**config.mk**
```make
export PLATFORM = sky130hd
export DESIGN_NAME = plane_node_loader
export DESIGN_NICKNAME = d
export VERILOG_FILES = /design/src/rtl/pnl_pkg.sv /design/src/rtl/pnl_fetch_seq.sv /design/src/rtl/pnl_node_stage.sv /design/src/rtl/pnl_shadow.sv /design/src/rtl/plane_node_loader.sv
export SDC_FILE = /design/constraint.sdc
export NUM_CORES = 2
export LEC_CHECK = 0
export CAP_MARGIN = 10
export CELL_PAD_IN_SITES_DETAIL_PLACEMENT = 1
export CELL_PAD_IN_SITES_GLOBAL_PLACEMENT = 2
export CORE_MARGIN = 2
export CORE_UTILIZATION = 37
export DETAILED_ROUTE_END_ITERATION = 12
export GPL_ROUTABILITY_DRIVEN = 0
export PLACE_DENSITY = 0.95
export SETUP_SLACK_MARGIN = 0.15
export SLEW_MARGIN = 20
export SYNTH_ARGS = -nofsm -noshare
export SYNTH_HDL_FRONTEND = slang
export SYNTH_HIERARCHICAL = 1
export SYNTH_SLANG_ARGS = --single-unit
export TNS_END_PERCENT = 30
```
**constraint.sdc**
```tcl
create_clock -name clk -period 6.45 [get_ports clk]
set_input_delay 0.9675 -clock clk [delete_from_list [all_inputs] [get_ports clk]]
set_output_delay 0.9675 -clock clk [all_outputs]
set_load 0.01 [all_outputs]
```
**src/rtl/pnl_pkg.sv**
```systemverilog
package pnl_pkg;
   localparam int unsigned NODE_WORDS = 16;
   localparam int unsigned IDX_W      = $clog2(NODE_WORDS);

   // word positions inside a node (decoded by memory layout)
   localparam int unsigned W_CTRL    = 0;
   localparam int unsigned W_ALPHA   = 1;
   localparam int unsigned W_ORIGIN  = 3;
   localparam int unsigned W_STOP    = 4;
   localparam int unsigned W_PIXADDR = 5;
   localparam int unsigned W_PITCH   = 6;
   localparam int unsigned W_SIZE    = 7;
   localparam int unsigned W_LINK    = 9;
   localparam int unsigned W_KEYA    = 10;
   localparam int unsigned W_KEYB    = 11;
   localparam int unsigned W_PROPS   = 13;
   localparam int unsigned W_CLUT    = 15;

   localparam int unsigned DEFER_BIT = 31;

   typedef struct packed {
      logic [31:0] props;
      logic [31:0] size;
      logic [31:0] ctrl;
      logic [31:0] pix_addr;
      logic [31:0] pitch;
      logic [31:0] origin;
      logic [31:0] stop;
      logic [31:0] alpha;
      logic [31:0] key_a;
      logic [31:0] key_b;
      logic [31:0] clut;
   } node_t;

   // true for the words kept in the staging set (reserved slots and the link are not)
   function automatic bit slot_kept(int unsigned w);
      return (w == W_CTRL)   || (w == W_ALPHA)   || (w == W_ORIGIN) ||
             (w == W_STOP)   || (w == W_PIXADDR) || (w == W_PITCH)  ||
             (w == W_SIZE)   || (w == W_KEYA)    || (w == W_KEYB)   ||
             (w == W_PROPS)  || (w == W_CLUT);
   endfunction
endpackage

```
**src/rtl/pnl_fetch_seq.sv**
```systemverilog
module pnl_fetch_seq
   import pnl_pkg::*;
#(
   parameter int unsigned ADDR_W = 32
) (
   input  logic              clk,
   input  logic              rst_n,
   input  logic              start_i,
   input  logic [ADDR_W-1:0] base_i,
   input  logic              mem_rvalid_i,
   output logic              mem_req_o,
   output logic [ADDR_W-1:0] mem_addr_o,
   output logic              busy_o,
   output logic              word_valid_o,
   output logic [IDX_W-1:0]  word_idx_o
);
   localparam int unsigned PAD_W = ADDR_W - IDX_W - 2;
   localparam logic [IDX_W-1:0] LAST_IDX = IDX_W'(NODE_WORDS - 1);

   typedef enum logic [1:0] {S_IDLE, S_REQ, S_WAIT} seq_state_e;

   seq_state_e        state_q;
   logic [IDX_W-1:0]  idx_q;
   logic [ADDR_W-1:0] base_q;

   always_ff @(posedge clk) begin
      if (!rst_n) begin
         state_q <= S_IDLE;
         idx_q   <= '0;
         base_q  <= '0;
      end else begin
         unique case (state_q)
            S_IDLE: if (start_i) begin
               base_q  <= base_i;
               idx_q   <= '0;
               state_q <= S_REQ;
            end
            S_REQ:  state_q <= S_WAIT;
            S_WAIT: if (mem_rvalid_i) begin
               if (idx_q == LAST_IDX) begin
                  state_q <= S_IDLE;
               end else begin
                  idx_q   <= idx_q + 1'b1;
                  state_q <= S_REQ;
               end
            end
            default: state_q <= S_IDLE;
         endcase
      end
   end

   assign mem_req_o    = (state_q == S_REQ);
   assign mem_addr_o   = base_q + {{PAD_W{1'b0}}, idx_q, 2'b00};
   assign busy_o       = (state_q != S_IDLE);
   assign word_valid_o = (state_q == S_WAIT) && mem_rvalid_i;
   assign word_idx_o   = idx_q;
endmodule

```
**src/rtl/pnl_node_stage.sv**
```systemverilog
module pnl_node_stage
   import pnl_pkg::*;
(
   input  logic             clk,
   input  logic             rst_n,
   input  logic             word_valid_i,
   input  logic [IDX_W-1:0] word_idx_i,
   input  logic [31:0]      word_data_i,
   output node_t            node_o,
   output logic             complete_o
);
   localparam logic [IDX_W-1:0] LAST_IDX = IDX_W'(NODE_WORDS - 1);

   for (genvar w = 0; w < NODE_WORDS; w++) begin : g_slot
      if (slot_kept(w)) begin : g_keep
         logic [31:0] q;
         always_ff @(posedge clk) begin
            if (!rst_n)
               q <= '0;
            else if (word_valid_i && (word_idx_i == IDX_W'(w)))
               q <= word_data_i;
         end
      end
   end

   always_comb begin
      node_o          = '0;
      node_o.ctrl     = g_slot[W_CTRL].g_keep.q;
      node_o.alpha    = g_slot[W_ALPHA].g_keep.q;
      node_o.origin   = g_slot[W_ORIGIN].g_keep.q;
      node_o.stop     = g_slot[W_STOP].g_keep.q;
      node_o.pix_addr = g_slot[W_PIXADDR].g_keep.q;
      node_o.pitch    = g_slot[W_PITCH].g_keep.q;
      node_o.size     = g_slot[W_SIZE].g_keep.q;
      node_o.key_a    = g_slot[W_KEYA].g_keep.q;
      node_o.key_b    = g_slot[W_KEYB].g_keep.q;
      node_o.props    = g_slot[W_PROPS].g_keep.q;
      node_o.clut     = g_slot[W_CLUT].g_keep.q;
   end

   always_ff @(posedge clk) begin
      if (!rst_n)
         complete_o <= 1'b0;
      else
         complete_o <= word_valid_i && (word_idx_i == LAST_IDX);
   end
endmodule

```
**src/rtl/pnl_shadow.sv**
```systemverilog
module pnl_shadow
   import pnl_pkg::*;
#(
   parameter int unsigned ADDR_W   = 32,
   parameter int unsigned MAX_W    = 3840,
   parameter int unsigned MAX_H    = 2160,
   parameter bit          CLAMP_EN = 1'b1
) (
   input  logic              clk,
   input  logic              rst_n,
   input  logic              commit_i,
   input  node_t             node_i,
   input  logic [ADDR_W-1:0] addr_i,
   output node_t             node_o,
   output logic [ADDR_W-1:0] addr_o
);
   logic [31:0] size_lim;
   node_t       node_c;

   if (CLAMP_EN) begin : g_clamp
      localparam logic [15:0] LIM_W = 16'(MAX_W);
      localparam logic [15:0] LIM_H = 16'(MAX_H);
      always_comb begin
         size_lim[15:0]  = (node_i.size[15:0]  > LIM_W) ? LIM_W : node_i.size[15:0];
         size_lim[31:16] = (node_i.size[31:16] > LIM_H) ? LIM_H : node_i.size[31:16];
      end
   end else begin : g_pass
      assign size_lim = node_i.size;
   end

   always_comb begin
      node_c      = node_i;
      node_c.size = size_lim;
   end

   always_ff @(posedge clk) begin
      if (!rst_n) begin
         node_o <= '0;
         addr_o <= '0;
      end else if (commit_i) begin
         node_o <= node_c;
         addr_o <= addr_i;
      end
   end
endmodule

```
**src/rtl/plane_node_loader.sv**
```systemverilog
module plane_node_loader
   import pnl_pkg::*;
#(
   parameter int unsigned ADDR_W     = 32,
   parameter int unsigned ALIGN_BITS = 4,
   parameter int unsigned MAX_W      = 3840,
   parameter int unsigned MAX_H      = 2160,
   parameter bit          CLAMP_EN   = 1'b1
) (
   input  logic              clk,
   input  logic              rst_n,
   input  logic              vsync_i,
   input  logic              ptr_we_i,
   input  logic [ADDR_W-1:0] ptr_wdata_i,
   output logic              mem_req_o,
   output logic [ADDR_W-1:0] mem_addr_o,
   input  logic              mem_rvalid_i,
   input  logic [31:0]       mem_rdata_i,
   input  logic              underflow_i,
   output logic [31:0]       cfg_ctrl_o,
   output logic [31:0]       cfg_alpha_o,
   output logic [31:0]       cfg_origin_o,
   output logic [31:0]       cfg_stop_o,
   output logic [31:0]       cfg_pix_addr_o,
   output logic [31:0]       cfg_pitch_o,
   output logic [31:0]       cfg_size_o,
   output logic [31:0]       cfg_key_a_o,
   output logic [31:0]       cfg_key_b_o,
   output logic [31:0]       cfg_props_o,
   output logic [31:0]       cfg_clut_o,
   output logic [ADDR_W-1:0] loaded_addr_o,
   output logic              field_bot_o,
   output logic              plane_hidden_o,
   output logic              underflow_o,
   output logic              align_err_o
);
   // elaboration-time parameter checks
   if (ADDR_W != 32) begin : g_bad_addr
      $error("plane_node_loader: ADDR_W must equal the 32-bit link word");
   end
   if (ALIGN_BITS < 2 || ALIGN_BITS >= ADDR_W) begin : g_bad_align
      $error("plane_node_loader: ALIGN_BITS out of range");
   end
   if (MAX_W == 0 || MAX_W > 65535 || MAX_H == 0 || MAX_H > 65535) begin : g_bad_lim
      $error("plane_node_loader: size limits must fit 16 bits");
   end

   localparam logic [IDX_W-1:0] LINK_IDX = IDX_W'(W_LINK);

   logic [ADDR_W-1:0] next_ptr_q;
   logic [ADDR_W-1:0] fetch_base_q;
   logic              field_q, pending_q, sw_hold_q, err_q, unf_q;
   logic              seq_busy, word_valid, complete, busy;
   logic [IDX_W-1:0]  word_idx;
   logic              ptr_zero, ptr_misaligned, launch, bad_launch, commit, link_hit;
   node_t             staged, shadow;

   assign busy           = seq_busy | complete;
   assign ptr_zero       = (next_ptr_q == '0);
   assign ptr_misaligned = |next_ptr_q[ALIGN_BITS-1:0];
   assign launch         = vsync_i && !busy && !ptr_zero && !ptr_misaligned;
   assign bad_launch     = vsync_i && !busy && !ptr_zero && ptr_misaligned;
   assign commit         = (vsync_i && pending_q) || (complete && !staged.ctrl[DEFER_BIT]);
   assign link_hit       = word_valid && (word_idx == LINK_IDX);

   always_ff @(posedge clk) begin
      if (!rst_n) begin
         next_ptr_q   <= '0;
         fetch_base_q <= '0;
         field_q      <= 1'b0;
         pending_q    <= 1'b0;
         sw_hold_q    <= 1'b0;
         err_q        <= 1'b0;
         unf_q        <= 1'b0;
      end else begin
         if (ptr_we_i)
            next_ptr_q <= ptr_wdata_i;
         else if (link_hit && !sw_hold_q)
            next_ptr_q <= mem_rdata_i[ADDR_W-1:0];

         if (ptr_we_i && (busy || launch))
            sw_hold_q <= 1'b1;
         else if (launch)
            sw_hold_q <= 1'b0;

         if (launch)
            fetch_base_q <= next_ptr_q;

         if (vsync_i)
            field_q <= ~field_q;

         if (complete && staged.ctrl[DEFER_BIT])
            pending_q <= 1'b1;
         else if (vsync_i)
            pending_q <= 1'b0;

         if (bad_launch)
            err_q <= 1'b1;

         if (underflow_i)
            unf_q <= 1'b1;
         else if (commit)
            unf_q <= 1'b0;
      end
   end

   pnl_fetch_seq #(.ADDR_W(ADDR_W)) u_seq (
      .clk          (clk),
      .rst_n        (rst_n),
      .start_i      (launch),
      .base_i       (next_ptr_q),
      .mem_rvalid_i (mem_rvalid_i),
      .mem_req_o    (mem_req_o),
      .mem_addr_o   (mem_addr_o),
      .busy_o       (seq_busy),
      .word_valid_o (word_valid),
      .word_idx_o   (word_idx)
   );

   pnl_node_stage u_stage (
      .clk          (clk),
      .rst_n        (rst_n),
      .word_valid_i (word_valid),
      .word_idx_i   (word_idx),
      .word_data_i  (mem_rdata_i),
      .node_o       (staged),
      .complete_o   (complete)
   );

   pnl_shadow #(
      .ADDR_W   (ADDR_W),
      .MAX_W    (MAX_W),
      .MAX_H    (MAX_H),
      .CLAMP_EN (CLAMP_EN)
   ) u_shadow (
      .clk      (clk),
      .rst_n    (rst_n),
      .commit_i (commit),
      .node_i   (staged),
      .addr_i   (fetch_base_q),
      .node_o   (shadow),
      .addr_o   (loaded_addr_o)
   );

   assign cfg_ctrl_o     = shadow.ctrl;
   assign cfg_alpha_o    = shadow.alpha;
   assign cfg_origin_o   = shadow.origin;
   assign cfg_stop_o     = shadow.stop;
   assign cfg_pix_addr_o = shadow.pix_addr;
   assign cfg_pitch_o    = shadow.pitch;
   assign cfg_size_o     = shadow.size;
   assign cfg_key_a_o    = shadow.key_a;
   assign cfg_key_b_o    = shadow.key_b;
   assign cfg_props_o    = shadow.props;
   assign cfg_clut_o     = shadow.clut;
   assign plane_hidden_o = |shadow.props[1:0];
   assign field_bot_o    = field_q;
   assign underflow_o    = unf_q;
   assign align_err_o    = err_q;
endmodule

```
==> qor.txt <==
Avg Inst Size Synth -> 10.12 sq um
Dpl hpwl -> 68880 um
Final cell count without fillers -> 4705
# Max-Cap Violations -> 0
Sum of buffers and inverters on the critical path -> 2
Dpl cells -> 4534
WL/cell -> 23.30 um
Final hold vios -> 0
Commonest non-fill, non-tap cell in the layout -> dfxtp_1
Total power -> 11.19 mW
Reg-to-reg startpoint -> u_seq/state_q[0]
CTS Sinks -> 844
Vias in the first global route -> 24249
WP data arrival -> 3730 ps
Critical path required time -> 5480 ps
# IOs -> 491
GR Util met3 -> 0.04864
Die area -> 87010 sq um
All-Layer GR Usage -> 0.2451
Final setup fails -> 0
Post-route cell area -> 40280 sq um
Final nets -> 3569
Synthesized cell area -> 31330 sq um
Via Count -> 23591
Layout cells sized above 1 -> 0.06895
CTS buffer count -> 91
Final Max Tran Viols -> 0
Worst Path Max Fanout -> 14
Drt total wl -> 109600 um
WHS Endpoint -> u_shadow/node_o[4]
Switching Share -> 0.2347
Root Buffer -> clkbuf_16
Seq/Total Area, Yosys -> 0.5394
Pin count of the biggest net entering global routing -> 185
Syn Nets -> 3170
Status -> completed
Gate Count Post-Synth -> 3094
Placed standard-cell area -> 37080 sq um
First-pass GRT wire length -> 159800 um
Worst hold slack -> 436.6 ps
First DRT Iteration DRCs -> 1295
Max VDD drop -> 0.1990 mV
Sequential share of power -> 0.471
Power per cell area -> 277.9 nW/um^2
Clock Pin Slew Worst Setup and Hold Paths -> 60 ps
Combinational Power Share -> 0.038
CP cell instances -> ha_1 -> inv_1 -> fa_1 -> nand2b_1 -> a211oi_1 -> nand4_1 -> xnor2_1 -> clkdlybuf4s50_1
Period utilisation layout -> 0.7287
Least-Margin Pin Slew -> 1150 ps
P_sw -> 2.627 mW
Crit path kind -> reg2out
Hold buffer count at CTS -> 0
Tmin final -> 4700 ps
Met2 usage -> 0.4128
Slowest CP cell -> dfxtp_1
Initial Util -> 0.3743
Core area -> 83690 sq um
Worst R2R Path Depth -> 6
TritonCTS clock tree -> done
Clock skew -> 69.50 ps
H-tree depth -> 3
Die X-Extent -> 295.0 um
Via density -> 5.014
Commonest cells after routing, fill and taps aside -> 844 x dfxtp_1, 764 x mux2i_1, 552 x nand2_1, 488 x clkdlybuf4s50_1, 370 x nor2_1
Grt met1 use -> 0.3156
Antenna violations before repair -> 6
Max-slew headroom -> 0.2316
Final ANT Viol Nets -> 0
Area delta synth->final -> 28.57%
RSZ-0062 raised after global routing -> no
Startpoint class of the critical path -> flip-flop
Hold depth -> 2
Leakage dissipation -> 14.25 nW
Crit path max-delay family -> flip-flops
Setup tns final -> 0 ps
GRT Max-Usage Layer -> met2
Max incr delay on CP -> 660 ps
Worst skew pair latency -> 670 ps
Max Freq -> 0.2127 GHz
Pre-Repair DR Iteration Count -> 5
DR DRC count -> 0
Hold WC Path Type -> reg2reg
Clock network fraction of total power -> 0.490
Unique masters post-synth -> 63
Rows -> 106
#FFs+latches synth -> 844
Internal power -> 8.567 mW
IO Port Bufs -> 490
FF-to-FF End -> u_stage/g_slot[5].g_keep.q[15]
Global route total overflow -> 0
Die height -> 295.0 um
Post-CTS Resized -> 0
Ys Warns -> 6
Hold path start -> u_stage/g_slot[15].g_keep.q[4]
Setup bufs post-CTS -> 0
Setup crit end kind -> output port
CTS max path bufs -> 3
Reg2reg setup slack -> 3490 ps
[metal layers]
metal  part of all wire  up-vias
met4              0.027        0
met2               0.48      499
met3              0.051      134
met5                  0        -
met1               0.44    11855
li1                   -    11103
[how the worst max path moves through the flow]
stage                        startpoint              to  slack [ps]  cells after the start
global placement    u_seq/word_idx_o[0]  mem_addr_o[14]        2340                      8
global route        u_seq/word_idx_o[0]  mem_addr_o[14]        1500                      8
floorplan           u_seq/word_idx_o[0]  mem_addr_o[16]        3350                      8
finish              u_seq/word_idx_o[0]  mem_addr_o[12]        1750                      8
CTS                 u_seq/word_idx_o[0]  mem_addr_o[12]        1630                      8
detailed placement  u_seq/word_idx_o[0]  mem_addr_o[12]        2320                      8
[per-stage QoR]
stage / worst slack, ps / util
5_1_grt: 1500 / 0.4812
3_3_place_gp: 2343 / 0.4431
3_5_place_dp: 2323 / 0.4431
4_1_cts: 1630 / 0.4812
2_1_floorplan: 3346 / -
6_report: 1750 / 0.4813
[flip-flops by register name, indices dropped and copies added (netlist names)]
signal                   cells
align_err_o                  1
field_bot_o                  1
u_seq/base_q                32
next_ptr_q                  32
underflow_o                  1
u_shadow/node_o            352
fetch_base_q                32
u_shadow/addr_o             32
pending_q                    1
u_seq/state_q                2
u_stage/complete_o           1
sw_hold_q                    1
u_stage/g_slot.g_keep.q    352
u_seq/word_idx_o             4
[cell usage after synthesis, drive strengths merged]
cell type  number  area (sq um)
dfxtp         844         16900
mux2i         764          7647
nand2         556          2087
nor2          378          1431
clkbuf        129         484.2
buf           106         608.1
a21oi          47         235.2
o21ai          44         220.2
and2           35         220.2
nor3           18         132.6
nor4           18         140.1
xor2           18         157.7
inv            17         63.81
nand3          12         72.57
xnor2          11         96.34
and3           10         62.56
nand4           9         71.32
a22o            8         70.07
nand2b          7         43.79
a22oi           5         37.54
and4            5         46.29
ha              5         62.56
a32oi           4         35.03
and3b           4         35.03
nor2b           4         25.02
o221a           4         45.04
nor3b           3         22.52
o21a            3         22.52
or2             3         18.77
or4             3         30.03
a211oi          2         15.01
a21o            2         16.27
a31o            2         17.52
a31oi           2         12.51
nand3b          2         15.01
a21boi          1         7.510
a2bb2oi         1         8.760
and4b           1         10.01
bufinv          1         17.52
fa              1         20.02
nand4b          1         23.77
o211ai          1         7.510
o22ai           1         6.260
o31ai           1         21.27
or3             1         6.260
[worst min-delay path, stage by stage, from the launching register on]
cell and delay (ps):
dfxtp_1 330, mux2i_1 70, nor2_1 70
[power groups by stage]
stage	registers [mW]	clock network (mW)	logic, mW
after floorplan	5.38	0	0.212
after CTS	5.28	5.58	0.431
final	5.28	5.49	0.427
after global placement	5.39	0	0.427
after global routing	5.28	5.81	0.451
after detailed placement	5.39	0	0.429
[layout make-up]
cell class,instances,area (sq um)
inverters,18,88.84
well taps,1134,1419
fillers,9104,43410
multi-input cells,1997,13330
repair buffers,541,5350
flip-flops and latches,844,16900
diodes,3,7.507
clock inverters,44,604.3
clock buffers,124,2581
[kinds of logic (layout without fill, tap and decap cells)]
group,Yosys count,in the layout,share of synthesized area
simple gates,1070,1070,0.1435
flops,844,844,0.5394
mux,764,764,0.2441
buf+inv,253,727,0.03746
compound gates,128,128,0.02484
xor+xnor,29,29,0.008108
fa+ha+maj,6,6,0.002636
other cells,0,3,0
Power figures use the tool's default switching activity.
